[config.mk]
export PLATFORM = sky130hd
export DESIGN_NAME = ptw_walker
export DESIGN_NICKNAME = d
export VERILOG_FILES = /design/src/rtl/ptw_pkg.sv /design/src/rtl/ptw_addr_gen.sv /design/src/rtl/ptw_rd_tracker.sv /design/src/rtl/ptw_walker.sv
export SDC_FILE = /design/constraint.sdc
export NUM_CORES = 1
export LEC_CHECK = 0
export BUFFER_PORTS_ARGS = -buffer_cell sky130_fd_sc_hd__buf_2
export CAP_MARGIN = 10
export CORE_MARGIN = 5
export CORE_UTILIZATION = 55
export DETAILED_ROUTE_END_ITERATION = 6
export PLACE_DENSITY = 0.94
export SYNTH_ARGS = -nofsm -noshare
export SYNTH_HDL_FRONTEND = slang
export SYNTH_SLANG_ARGS = --single-unit
[constraint.sdc]
create_clock -name clk -period 5.6 [get_ports clk]
set_input_delay 0.28 -clock clk [delete_from_list [all_inputs] [get_ports clk]]
set_output_delay 0.28 -clock clk [all_outputs]
set_load 0.02 [all_outputs]
[src/rtl/ptw_pkg.sv]
package ptw_pkg;

    // Walk controller states; the order is not decoded anywhere else
    typedef enum logic [2:0] {
        WS_IDLE,
        WS_READ_L1,
        WS_WAIT_L1,
        WS_READ_L2,
        WS_WAIT_L2,
        WS_DONE,
        WS_FAULT
    } walk_state_e;

    // Level at which a walk stopped; encoded 0 = directory, 1 = leaf
    typedef enum logic {
        LVL_DIR  = 1'b0,
        LVL_LEAF = 1'b1
    } walk_level_e;

endpackage

[src/rtl/ptw_addr_gen.sv]
module ptw_addr_gen #(
    parameter int XLEN         = 32,
    parameter int PAGE_OFS     = 12,
    parameter int IDX_W        = 10,
    parameter bit BASE_ALIGNED = 1'b0
) (
    input  logic [2*IDX_W-1:0]       vpn,
    input  logic [XLEN-1:0]          dir_base,
    input  logic [XLEN-PAGE_OFS-1:0] l1_ppn,
    input  logic                     sel_leaf,
    output logic [XLEN-1:0]          entry_addr
);
    localparam int ENT_LOG2 = PAGE_OFS - IDX_W;
    localparam int PAD_W    = XLEN - IDX_W - ENT_LOG2;

    logic [IDX_W-1:0] idx_dir;
    logic [IDX_W-1:0] idx_leaf;
    logic [XLEN-1:0]  dir_addr;
    logic [XLEN-1:0]  leaf_addr;

    assign idx_dir  = vpn[2*IDX_W-1:IDX_W];
    assign idx_leaf = vpn[IDX_W-1:0];

    // Directory entry address: a page-aligned base can be spliced, otherwise a full add
    generate
        if (BASE_ALIGNED) begin : g_splice
            assign dir_addr = {dir_base[XLEN-1:PAGE_OFS], idx_dir, {ENT_LOG2{1'b0}}};
        end else begin : g_add
            assign dir_addr = dir_base + {{PAD_W{1'b0}}, idx_dir, {ENT_LOG2{1'b0}}};
        end
    endgenerate

    // Leaf table always starts on a page boundary given by the directory entry
    assign leaf_addr  = {l1_ppn, idx_leaf, {ENT_LOG2{1'b0}}};
    assign entry_addr = sel_leaf ? leaf_addr : dir_addr;

endmodule

[src/rtl/ptw_rd_tracker.sv]
module ptw_rd_tracker (
    input  logic clk,
    input  logic rst_n,
    input  logic mem_req,
    input  logic mem_gnt,
    input  logic mem_rvalid,
    output logic rsp_take
);
    logic out_d;
    logic out_q;

    always_comb begin
        out_d = out_q;
        if (mem_req && mem_gnt) begin
            out_d = 1'b1;
        end else if (mem_rvalid && out_q) begin
            out_d = 1'b0;
        end
    end

    always_ff @(posedge clk or negedge rst_n) begin
        if (!rst_n) begin
            out_q <= 1'b0;
        end else begin
            out_q <= out_d;
        end
    end

    // Data is accepted only for a read that was granted and not yet answered
    assign rsp_take = mem_rvalid && out_q;

    // no new request while a read is outstanding
    a_r6_single_read: assert property (@(posedge clk) disable iff (!rst_n)
        out_q |-> !mem_req);

endmodule

[src/rtl/ptw_walker.sv]
module ptw_walker
    import ptw_pkg::*;
#(
    parameter int XLEN         = 32,
    parameter int PAGE_OFS     = 12,
    parameter int IDX_W        = 10,
    parameter int VALID_BIT    = 0,
    parameter bit BASE_ALIGNED = 1'b0
) (
    input  logic                 clk,
    input  logic                 rst_n,
    input  logic                 walk_req,
    input  logic [2*IDX_W-1:0]   walk_vpn,
    input  logic [XLEN-1:0]      dir_base,
    output logic                 walk_busy,
    output logic                 mem_req,
    output logic [XLEN-1:0]      mem_addr,
    input  logic                 mem_gnt,
    input  logic                 mem_rvalid,
    input  logic [XLEN-1:0]      mem_rdata,
    output logic                 res_valid,
    output logic                 res_fault,
    output logic                 res_fault_lvl,
    output logic [XLEN-1:0]      res_pte
);
    localparam int VPN_W = 2 * IDX_W;
    localparam int PPN_W = XLEN - PAGE_OFS;

    typedef struct packed {
        walk_state_e          st;
        logic [VPN_W-1:0]     vpn;
        logic [XLEN-1:0]      base;
        logic [XLEN-1:0]      entry;
        walk_level_e          lvl;
    } walk_regs_t;

    localparam walk_regs_t REGS_RST = '{
        st:    WS_IDLE,
        vpn:   '0,
        base:  '0,
        entry: '0,
        lvl:   LVL_DIR
    };

    walk_regs_t r_d;
    walk_regs_t r_q;
    logic       rsp_take;
    logic       sel_leaf;
    logic       rd_present;

    assign rd_present = mem_rdata[VALID_BIT];
    assign sel_leaf   = (r_q.st == WS_READ_L2);

    ptw_addr_gen #(
        .XLEN         (XLEN),
        .PAGE_OFS     (PAGE_OFS),
        .IDX_W        (IDX_W),
        .BASE_ALIGNED (BASE_ALIGNED)
    ) u_addr_gen (
        .vpn        (r_q.vpn),
        .dir_base   (r_q.base),
        .l1_ppn     (r_q.entry[XLEN-1:XLEN-PPN_W]),
        .sel_leaf   (sel_leaf),
        .entry_addr (mem_addr)
    );

    ptw_rd_tracker u_rd_tracker (
        .clk        (clk),
        .rst_n      (rst_n),
        .mem_req    (mem_req),
        .mem_gnt    (mem_gnt),
        .mem_rvalid (mem_rvalid),
        .rsp_take   (rsp_take)
    );

    always_comb begin
        r_d = r_q;
        unique case (r_q.st)
            WS_IDLE: begin
                if (walk_req) begin
                    r_d.st   = WS_READ_L1;
                    r_d.vpn  = walk_vpn;
                    r_d.base = dir_base;
                end
            end
            WS_READ_L1: begin
                if (mem_gnt) r_d.st = WS_WAIT_L1;
            end
            WS_WAIT_L1: begin
                if (rsp_take) begin
                    r_d.entry = mem_rdata;
                    r_d.lvl   = LVL_DIR;
                    r_d.st    = rd_present ? WS_READ_L2 : WS_FAULT;
                end
            end
            WS_READ_L2: begin
                if (mem_gnt) r_d.st = WS_WAIT_L2;
            end
            WS_WAIT_L2: begin
                if (rsp_take) begin
                    r_d.entry = mem_rdata;
                    r_d.lvl   = LVL_LEAF;
                    r_d.st    = rd_present ? WS_DONE : WS_FAULT;
                end
            end
            WS_DONE:  r_d.st = WS_IDLE;
            WS_FAULT: r_d.st = WS_IDLE;
            default:  r_d.st = WS_IDLE;
        endcase
    end

    always_ff @(posedge clk or negedge rst_n) begin
        if (!rst_n) begin
            r_q <= REGS_RST;
        end else begin
            r_q <= r_d;
        end
    end

    assign walk_busy     = (r_q.st != WS_IDLE);
    assign mem_req       = (r_q.st == WS_READ_L1) || (r_q.st == WS_READ_L2);
    assign res_valid     = (r_q.st == WS_DONE);
    assign res_fault     = (r_q.st == WS_FAULT);
    assign res_fault_lvl = r_q.lvl;
    assign res_pte       = r_q.entry;

    // a pending request keeps its address until granted
    a_r6_req_hold: assert property (@(posedge clk) disable iff (!rst_n)
        (mem_req && !mem_gnt) |=> (mem_req && $stable(mem_addr)));

    // memory is only requested inside a walk
    a_r2_req_in_walk: assert property (@(posedge clk) disable iff (!rst_n)
        mem_req |-> walk_busy);

    // the captured page number is not overwritten during a walk
    a_r3_vpn_hold: assert property (@(posedge clk) disable iff (!rst_n)
        (r_q.st != WS_IDLE) |=> ((r_q.st == WS_IDLE) || $stable(r_q.vpn)));

    // results are exclusive
    a_r11_exclusive: assert property (@(posedge clk) disable iff (!rst_n)
        !(res_valid && res_fault));

    // one-cycle result followed by idle
    a_r11_pulse: assert property (@(posedge clk) disable iff (!rst_n)
        (res_valid || res_fault) |=> (!res_valid && !res_fault && !walk_busy));

    // a delivered leaf is always marked present
    a_r9_leaf_present: assert property (@(posedge clk) disable iff (!rst_n)
        res_valid |-> res_pte[VALID_BIT]);

    // a faulting entry is always marked absent
    a_r7_fault_absent: assert property (@(posedge clk) disable iff (!rst_n)
        res_fault |-> !res_pte[VALID_BIT]);

endmodule

==> results of run 1 <==
[where the power goes]
part	internal [W]	total, W	leakage (nW)	switching [W]
clock	0.000222	0.000464	0.0966	0.000242
combinational	0.00101	0.00246	1.48	0.00145
sequential	0.000963	0.00122	1.07	0.000262
total	0.00219	0.00415	2.65	0.00196
[worst max-delay path, delay by kind of cell, from the launching register on]
family	cells	cell delay, ps
AO/OA/AOI/OAI	5	1670
flip-flops	1	390
adder cells (fa/ha/maj)	1	380
buffers and inverters	1	210
XOR/XNOR	1	190
[Yosys cell counts (2+ instances only)]
library cell | n | share of area
nand2b_1 | 2 | 0.0026
inv_1 | 8 | 0.0061
xor2_1 | 3 | 0.0054
nand2_1 | 40 | 0.031
ha_1 | 10 | 0.026
clkbuf_1 | 10 | 0.0077
nand4_1 | 3 | 0.0038
mux2_2 | 78 | 0.18
o21bai_1 | 2 | 0.0031
a21o_1 | 3 | 0.0046
buf_4 | 32 | 0.049
a21oi_1 | 22 | 0.022
a211o_1 | 3 | 0.0054
xnor2_1 | 19 | 0.034
and2_1 | 5 | 0.0064
buf_2 | 10 | 0.010
or3_1 | 3 | 0.0038
nor2_2 | 2 | 0.0026
a2111oi_1 | 3 | 0.0061
o22ai_1 | 3 | 0.0038
o21ai_0 | 21 | 0.021
and3_1 | 3 | 0.0038
nor2_1 | 25 | 0.019
a211oi_1 | 5 | 0.0077
mux2_1 | 4 | 0.0092
a31oi_1 | 6 | 0.0077
mux2i_1 | 2 | 0.0041
dfrtp_1 | 89 | 0.45
nand3_1 | 11 | 0.011
[registers in the layout (all words and copies together) (netlist names)]
name                flops
r_q                    55
res_fault_lvl           1
res_pte                32
u_rd_tracker.out_q      1
[cells in the final DEF (no fill, tap or decap), types with 3 or more instances in the layout]
cell type,n
mux2_1,4
nand2_1,40
or3_1,3
clkbuf_8,10
xor2_1,3
a2111oi_1,3
and2_1,5
buf_4,3
mux2_2,78
inv_1,8
nor2_1,25
a211oi_1,4
dfrtp_1,89
a21o_1,3
o21ai_0,21
o22ai_1,3
buf_2,156
and3_1,3
a31oi_1,6
xnor2_1,19
nand4_1,3
a211o_1,3
nand3_1,11
a21oi_1,22
ha_1,10
[layer usage]
layer | GRT usage | wire length, um | share of wire
met2 | 0.367 | 5970 | 0.50
met4 | 0.0648 | 155 | 0.013
met1 | 0.286 | 4790 | 0.40
met3 | 0.0521 | 1020 | 0.085
met5 | 0 | 0 | 0
[final cells by class]
| class | instances | area (um^2) | share of cell area |
|---|---|---|---|
| Sequential cell | 89 | 2230 | 0.387 |
| Clock buffer | 11 | 141 | 0.0245 |
| Clock inverter | 5 | 62.6 | 0.0109 |
| Tap cell | 108 | 135 | 0.0235 |
| Multi-Input combinational cell | 302 | 2330 | 0.405 |
| Timing Repair Buffer | 161 | 833 | 0.145 |
| Inverter | 8 | 30.0 | 0.00521 |
[path summary, 6_finish.rpt]
kind                                    from  slack (ps)  cells after the start            to
min in group asynchronous              rst_n         450                      2   res_pte[31]
worst min-delay path            mem_rdata[6]         130                      2    res_pte[6]
max in group asynchronous              rst_n        4490                      3       r_q[46]
worst min register to register    res_pte[9]         490                      1    res_pte[9]
worst max-delay path                 r_q[42]        2140                      8  mem_addr[27]
worst max register to register       r_q[86]        3260                      4   res_pte[12]
[cells by family after synthesis]
kind of cell / after synthesis
xor gates and xnor gates: 22
AOI/OAI and AO/OA: 79
adders and majority gates: 11
DFF: 89
buffers and inverters: 60
and+or+nand+nor: 106
muxes: 84
[stage by stage]
step	worst slack [ps]	hold WS, ps	instances	cell area (um^2)
4_1_cts	2190	125	682	5730
3_5_place_dp	2590	475	666	5530
2_1_floorplan	2920	-15.6	451	4900
6_report	2140	134	684	5760
5_1_grt	1890	127	684	5760
3_3_place_gp	2640	461	666	5530
[timing repair]
item,CTS,global route
endpoints found under the setup margin,0,0
setup buffers,0,0
hold buffers,0,1
hold endpoints to repair,0,44
resized for setup,0,0
==> results by group, run 1 <==
Yosys
  – Largest family of logic cells by synthesized area: multiplexers
  – Synthesis Warnings: 0
  – Post-synthesis mux area share: 0.193
  – Synth Area in Simple Gates: 0.109
  – EDFF count, synth: 0
  – Sequential-to-total area share from yosys stat: 0.455
  – FF+latch count, synth: 89
  – Post-Syn Nets: 551
  – Syn Area/Cell: 10.9 um^2
  – Main synth FF type: dfrtp_1
  – Yosys cell types: 53
  – Async set or reset register ratio after synthesis: 1.00
  – Synth Area in Compound Gates: 0.102
  – Synth Area in XOR/XNOR: 0.0393
  – Synth Area in Adders: 0.0296
  – Syn Inst Count: 451
  – Mapped Area: 4900 um^2

Placement
  – Placer Congestion: 0.833
  – Port Buffers: 157
  – HPWL after DPL: 8910 um

Layout
  – Fillers: 672
  – Antenna diode count: 0
  – # nets final: 671
  – Syn-to-layout area delta: 17.6%
  – Final core utilization: 0.661
  – Share of layout cells above drive strength 1: 0.460

Worst setup path
  – Max stage delay on crit path: 820 ps
  – Critical Path, Cell by Cell: ha_1 -> a21o_1 -> a31o_2 -> a31oi_1 -> a2111oi_1 -> xnor2_1 -> a21oi_1 -> buf_2
  – Worst setup SP type: flip-flop
  – Worst path required time: around 5300 ps
  – Kind of critical path: reg -> out
  – Worst Path Arrival: roughly 3200 ps
  – Slowest cell on the critical path: a31oi_1
  – Worst Setup End Kind: primary output
  – Max FO, Critical Path: 10

Routing
  – Drt total wl: between 10000 and 15000 um
  – Via count: 3820
  – Initial drt markers: ~150
  – DR pass1 iterations: 4
  – Final ANT Viol Nets: 0
  – DR WL/cell: between 15 and 20 um
  – Routed vias/inst: ~5.6
  – Residual DRC: 0

Timing
  – Final Setup Violations: 0
  – Final period utilization: 0.619
  – RSZ-0062 raised after global routing: no
  – Hold Vio Cnt, Final: 0
  – Clk_skew: around 13 ps
  – Minimum clock period after layout: 3460 ps
  – Worst rel slew slack: 0.235
  – Highest clock rate: 289 MHz
  – Setup_tns: 0 ps
  – Slew @ Worst Pin: 1150 ps
  – Pins over their slew limit: 0

CTS
  – Clock Latency Late Sink: 360 ps
  – Clock sink total: 89
  – TritonCTS clock tree: yes
  – CTS H-Tree Depth: 3
  – Root buf cell: clkbuf_8
  – Total CTS buffers: 9
  – Clock Tree Buf Depth: 2
  – CTS clk-pin slew, worst paths: approximately 90 ps

GRT
  – Overall Global Routing Usage: 0.221
  – Vias in the first global route: 3988
  – First-pass GRT wire length: roughly 20000 um
  – Antenna violations before repair: 0
  – Largest net degree at the start of global routing: 90
  – Overflow after GRT: 0

Floorplan
  – Num rows: 34
  – I/O pin count: between 150 and 200
  – Die X-Extent: approximately 100 um
  – Core outline area: about 8700 um^2
  – Starting density of the core: 0.562
  – DIE HEIGHT: 104 um
  – Die ar.: around 11000 um^2

Power and ir drop
  – Worst vdd ir: roughly 0.47 mV
  – Pleak: 2.65 nW
  – Tot Pwr: approximately 0.0042 W
  – Pwr/cell area: 720 nW/um^2

Status
  – Outcome: completed

Run
  – Max_cap viols: 0

Hold path
  – Hold Path Class: in -> reg
No activity file was read; power rests on OpenSTA's default activity.
==> inputs of run 2 (changes only) <==
ABC_AREA = 1   (was unset)
CORE_UTILIZATION = 47   (was 55)
PLACE_DENSITY = 0.85   (was 0.94)
clock period = 2.9 ns   (was 5.6 ns; I/O delays follow)
==> run 2 against run 1 <==
Against the previous run:
- clock skew fell by 6.4 ps
- sequential power grew 90%
- cell count increased by 60%
- global-route usage increased by 1.4 points
- area after synthesis grew 9.8%
- register-to-register slack got worse by 2400 ps
- clock-buffer cell count shrank 1
- setup slack got worse by 1900 ps
- core utilization down 5.0 points
- combinational power up 72%
- power up 89%
==> results by group, run 2 <==
Routing
  – Drt total wl: 15600 um (+30%)
  – Final ANT Viol Nets: 0 (unchanged)
  – Via count: 5406 (+42%)
  – Routed vias/inst: 4.93 (-12%)
  – Residual DRC: 0 (unchanged)
  – Initial drt markers: 296 (+100%)
  – DR WL/cell: 14.2 um (-19%)
  – DR pass1 iterations: 7 (+3)

GRT
  – Antenna violations before repair: 0 (unchanged)
  – Vias in the first global route: 5245 (+32%)
  – First-pass GRT wire length: 25100 um (+26%)
  – Overflow after GRT: 0 (unchanged)
  – Largest net degree at the start of global routing: 58 (-36%)
  – Overall Global Routing Usage: 0.234 (+0.0136)

Yosys
  – Synth Area in Adders: 0.0270 (-0.00265)
  – Synth Area in Compound Gates: 0.0407 (-0.0615)
  – Syn Inst Count: 774 (+72%)
  – Synthesis Warnings: 0 (unchanged)
  – Sequential-to-total area share from yosys stat: 0.414 (-0.0407)
  – Post-synthesis mux area share: 0 (-0.193)
  – Commonest cells in the netlist: 393 x nand2_1, 89 x dfrtp_1, 54 x inv_1
  – Main synth FF type: dfrtp_1
  – Mapped Area: 5380 um^2 (+9.8%)
  – Largest family of logic cells by synthesized area: simple AND/OR/NAND/NOR gates
  – Top cells by area, synth: dfrtp_1 41%, nand2_1 27%, buf_4 4.9%
  – FF+latch count, synth: 89 (unchanged)
  – Syn Area/Cell: 6.95 um^2 (-36%)
  – Yosys top cell by area: dfrtp_1
  – Synth Area in Simple Gates: 0.399 (+0.291)
  – Post-synth top area share: 0.414 (-0.0407)
  – Async set or reset register ratio after synthesis: 1.00 (unchanged)
  – Synth Area in XOR/XNOR: 0.0114 (-0.0279)
  – Count leader, synth: nand2_1
  – Post-Syn Nets: 874 (+59%)
  – EDFF count, synth: 0 (unchanged)
  – Yosys cell types: 32 (-40%)

Timing
  – Final period utilization: 0.928
  – RSZ-0062 raised after global routing: no
  – Hold Slack: 8.14 ps (-126 ps)
  – Clk_skew: 6.22 ps (-6.37 ps)
  – Final Setup Violations: 0 (unchanged)
  – Slew @ Worst Pin: 746 ps (-401 ps)
  – Highest clock rate: 371 MHz
  – Hold Vio Cnt, Final: 0 (unchanged)
  – Setup_tns: 0 ps (unchanged)
  – Worst rel slew slack: 0.503 (+0.267)
  – Final worst slack: 208 ps (-1930 ps)
  – Minimum clock period after layout: around 2700 ps
  – Pins over their slew limit: 0 (unchanged)

Power and ir drop
  – Switching share of total power: 0.491 (+0.0194)
  – Pleak: 3.84 nW (+45%)
  – Internal power: 0.00398 W (+82%)
  – Pwr/cell area: 1130 nW/um^2 (+57%)
  – NetSw: 0.00384 W (+96%)
  – Worst vdd ir: 0.645 mV (+37%)
  – Power share of the combinational group: 0.542 (-0.051)
  – Clock network fraction of total power: 0.162 (+0.050)
  – Seq pwr share: 0.296 (about the same)

CTS
  – Clock Latency Late Sink: 350 ps (about the same)
  – Root buf cell: clkbuf_16
  – Clock sink total: 89 (unchanged)
  – Total CTS buffers: 9 (unchanged)
  – Clock Tree Buf Depth: 2 (unchanged)
  – CTS H-Tree Depth: 3 (unchanged)
  – Setup Buffers After CTS: 0 (unchanged)
  – CTS clk-pin slew, worst paths: 60 ps (-30 ps)
  – TritonCTS clock tree: yes

Floorplan
  – DIE HEIGHT: 117 um (+12%)
  – Starting density of the core: 0.475 (-0.0865)
  – Core outline area: 11300 um^2 (+30%)
  – Die X-Extent: 117 um (+12%)
  – I/O pin count: 158 (unchanged)
  – Num rows: 39 (+15%)
  – Die ar.: 13700 um^2 (+26%)

Layout
  – Share of layout cells above drive strength 1: 0.220 (-0.240)
  – Cell area after layout: 6910 um^2 (+20%)
  – Syn-to-layout area delta: 28.4%
  – # nets final: 1049 (+56%)
  – Largest reg by FF count: r_q
  – Antenna diode count: 0 (unchanged)
  – Max FFs per register: 55 (unchanged)
  – Most common cell after layout, fill and taps aside: nand2_1
  – Final cell count without fillers: 1096 (+60%)
  – Most frequent cells in the layout: 393 x nand2_1, 156 x buf_2, 89 x dfrtp_1, 55 x dlygate4sd3_1, 54 x inv_1

Run
  – Max_cap viols: 0 (unchanged)

Hold path
  – Critical hold path startpoint: mem_rdata[13]
  – Hold Path Sink: res_pte[13]
  – Hold depth: 3 (+1)
  – Hold Path Class: in -> reg

Worst setup path
  – Worst path required time: 2760 ps (-2560 ps)
  – Worst setup SP type: flip-flop
  – Kind of critical path: reg -> out
  – Setup crit start: r_q[35]
  – Depth of the worst register-to-register path: 8 (+4)
  – Worst Path Arrival: 2550 ps (-630 ps)
  – FF-to-FF End: res_fault_lvl
  – Worst Setup End Kind: primary output
  – Max FO, Critical Path: 9 (-1)
  – R2R Path Start: r_q[87]
  – Setup slack, reg-to-reg: 830 ps (-2430 ps)

Placement
  – Dpl cells: 1026 (+54%)
  – Placer Congestion: 0.921 (+11%)
  – Area after DPL: 6040 um^2 (+9.3%)
  – Pre-CTS WS: 587 ps (-2000 ps)
  – HPWL after DPL: 10800 um (+22%)
  – Port Buffers: 157 (unchanged)

Status
  – Outcome: completed
-- run 2: cell types whose count changed after synthesis, moves of 7 or more --
cell	previous run	this run
xnor2_1	19	7
clkbuf_1	10	3
nor2_1	25	32
nand2_1	40	393
inv_1	8	54
nand3_1	11	44
mux2_2	78	0
a21oi_1	22	5
-- run 2: how the worst max path moves through the flow --
| stage | to | slack (ps) |
|---|---|---|
| 4_1_cts | mem_addr[14] | 200 |
| 6_report | mem_addr[14] | 210 |
| 3_3_place_gp | mem_addr[14] | 640 |
| 5_1_grt | mem_addr[30] | 20 |
| 2_1_floorplan | mem_addr[10] | 770 |
| 3_5_place_dp | mem_addr[14] | 590 |
-- run 2: power groups by stage --
stage / combinational, W / sequential [W] / clock, W
floorplan: 0.00320 / 0.00217 / 0
global placement: 0.00411 / 0.00230 / 0
detailed placement: 0.00416 / 0.00230 / 0
CTS: 0.00424 / 0.00230 / 0.00129
global route: 0.00471 / 0.00239 / 0.00133
finish: 0.00424 / 0.00232 / 0.00127
-- run 2: routing by layer --
metal / up-vias / global-route usage / routed length [um]
li1: 2713 / - / -
met1: 2472 / 0.314 / 6840
met2: 194 / 0.380 / 7290
met3: 27 / 0.0458 / 1090
met4: 0 / 0.0826 / 355
met5: - / 0 / 0
-- run 2: what timing repair did --
| action | in CTS | in global routing |
|---|---|---|
| endpoints found under the setup margin | 0 | 0 |
| resized for setup | 0 | 0 |
| hold buffers | 55 | 0 |
| endpoints found under the hold margin | 109 | 0 |
-- run 2: layout make-up --
class | instances | area, um^2
Multi-Input combinational cell | 571 | 2580
Tap cell | 143 | 179
Inverter | 60 | 225
Clock inverter | 5 | 78.8
Clock buffer | 10 | 239
Sequential cell | 89 | 2230
Timing Repair Buffer | 218 | 1380
Fill cell | 1021 | 4410
-- run 2: through the flow --
step,power [W],util
after global placement,0.00641,0.534
final,0.00782,0.610
after floorplan,0.00537,-
after global routing,0.00843,0.610
after detailed placement,0.00646,0.534
after CTS,0.00783,0.610
-- run 2: logic make-up after synthesis --
group,Yosys count
fa+ha+maj,11
compound gates,40
xor+xnor,7
buf+inv,114
flops,89
simple gates,513
-- run 2: worst max-delay path: stages, from the launching register on --
cell and delay (ps):
dfrtp_1 390, ha_1 260, fa_1 440, nand3_1 110, nand3_1 150, nand3_1 130
nand3_2 190, or2_1 270, nand3_1 60, nand2_1 50, buf_2 150
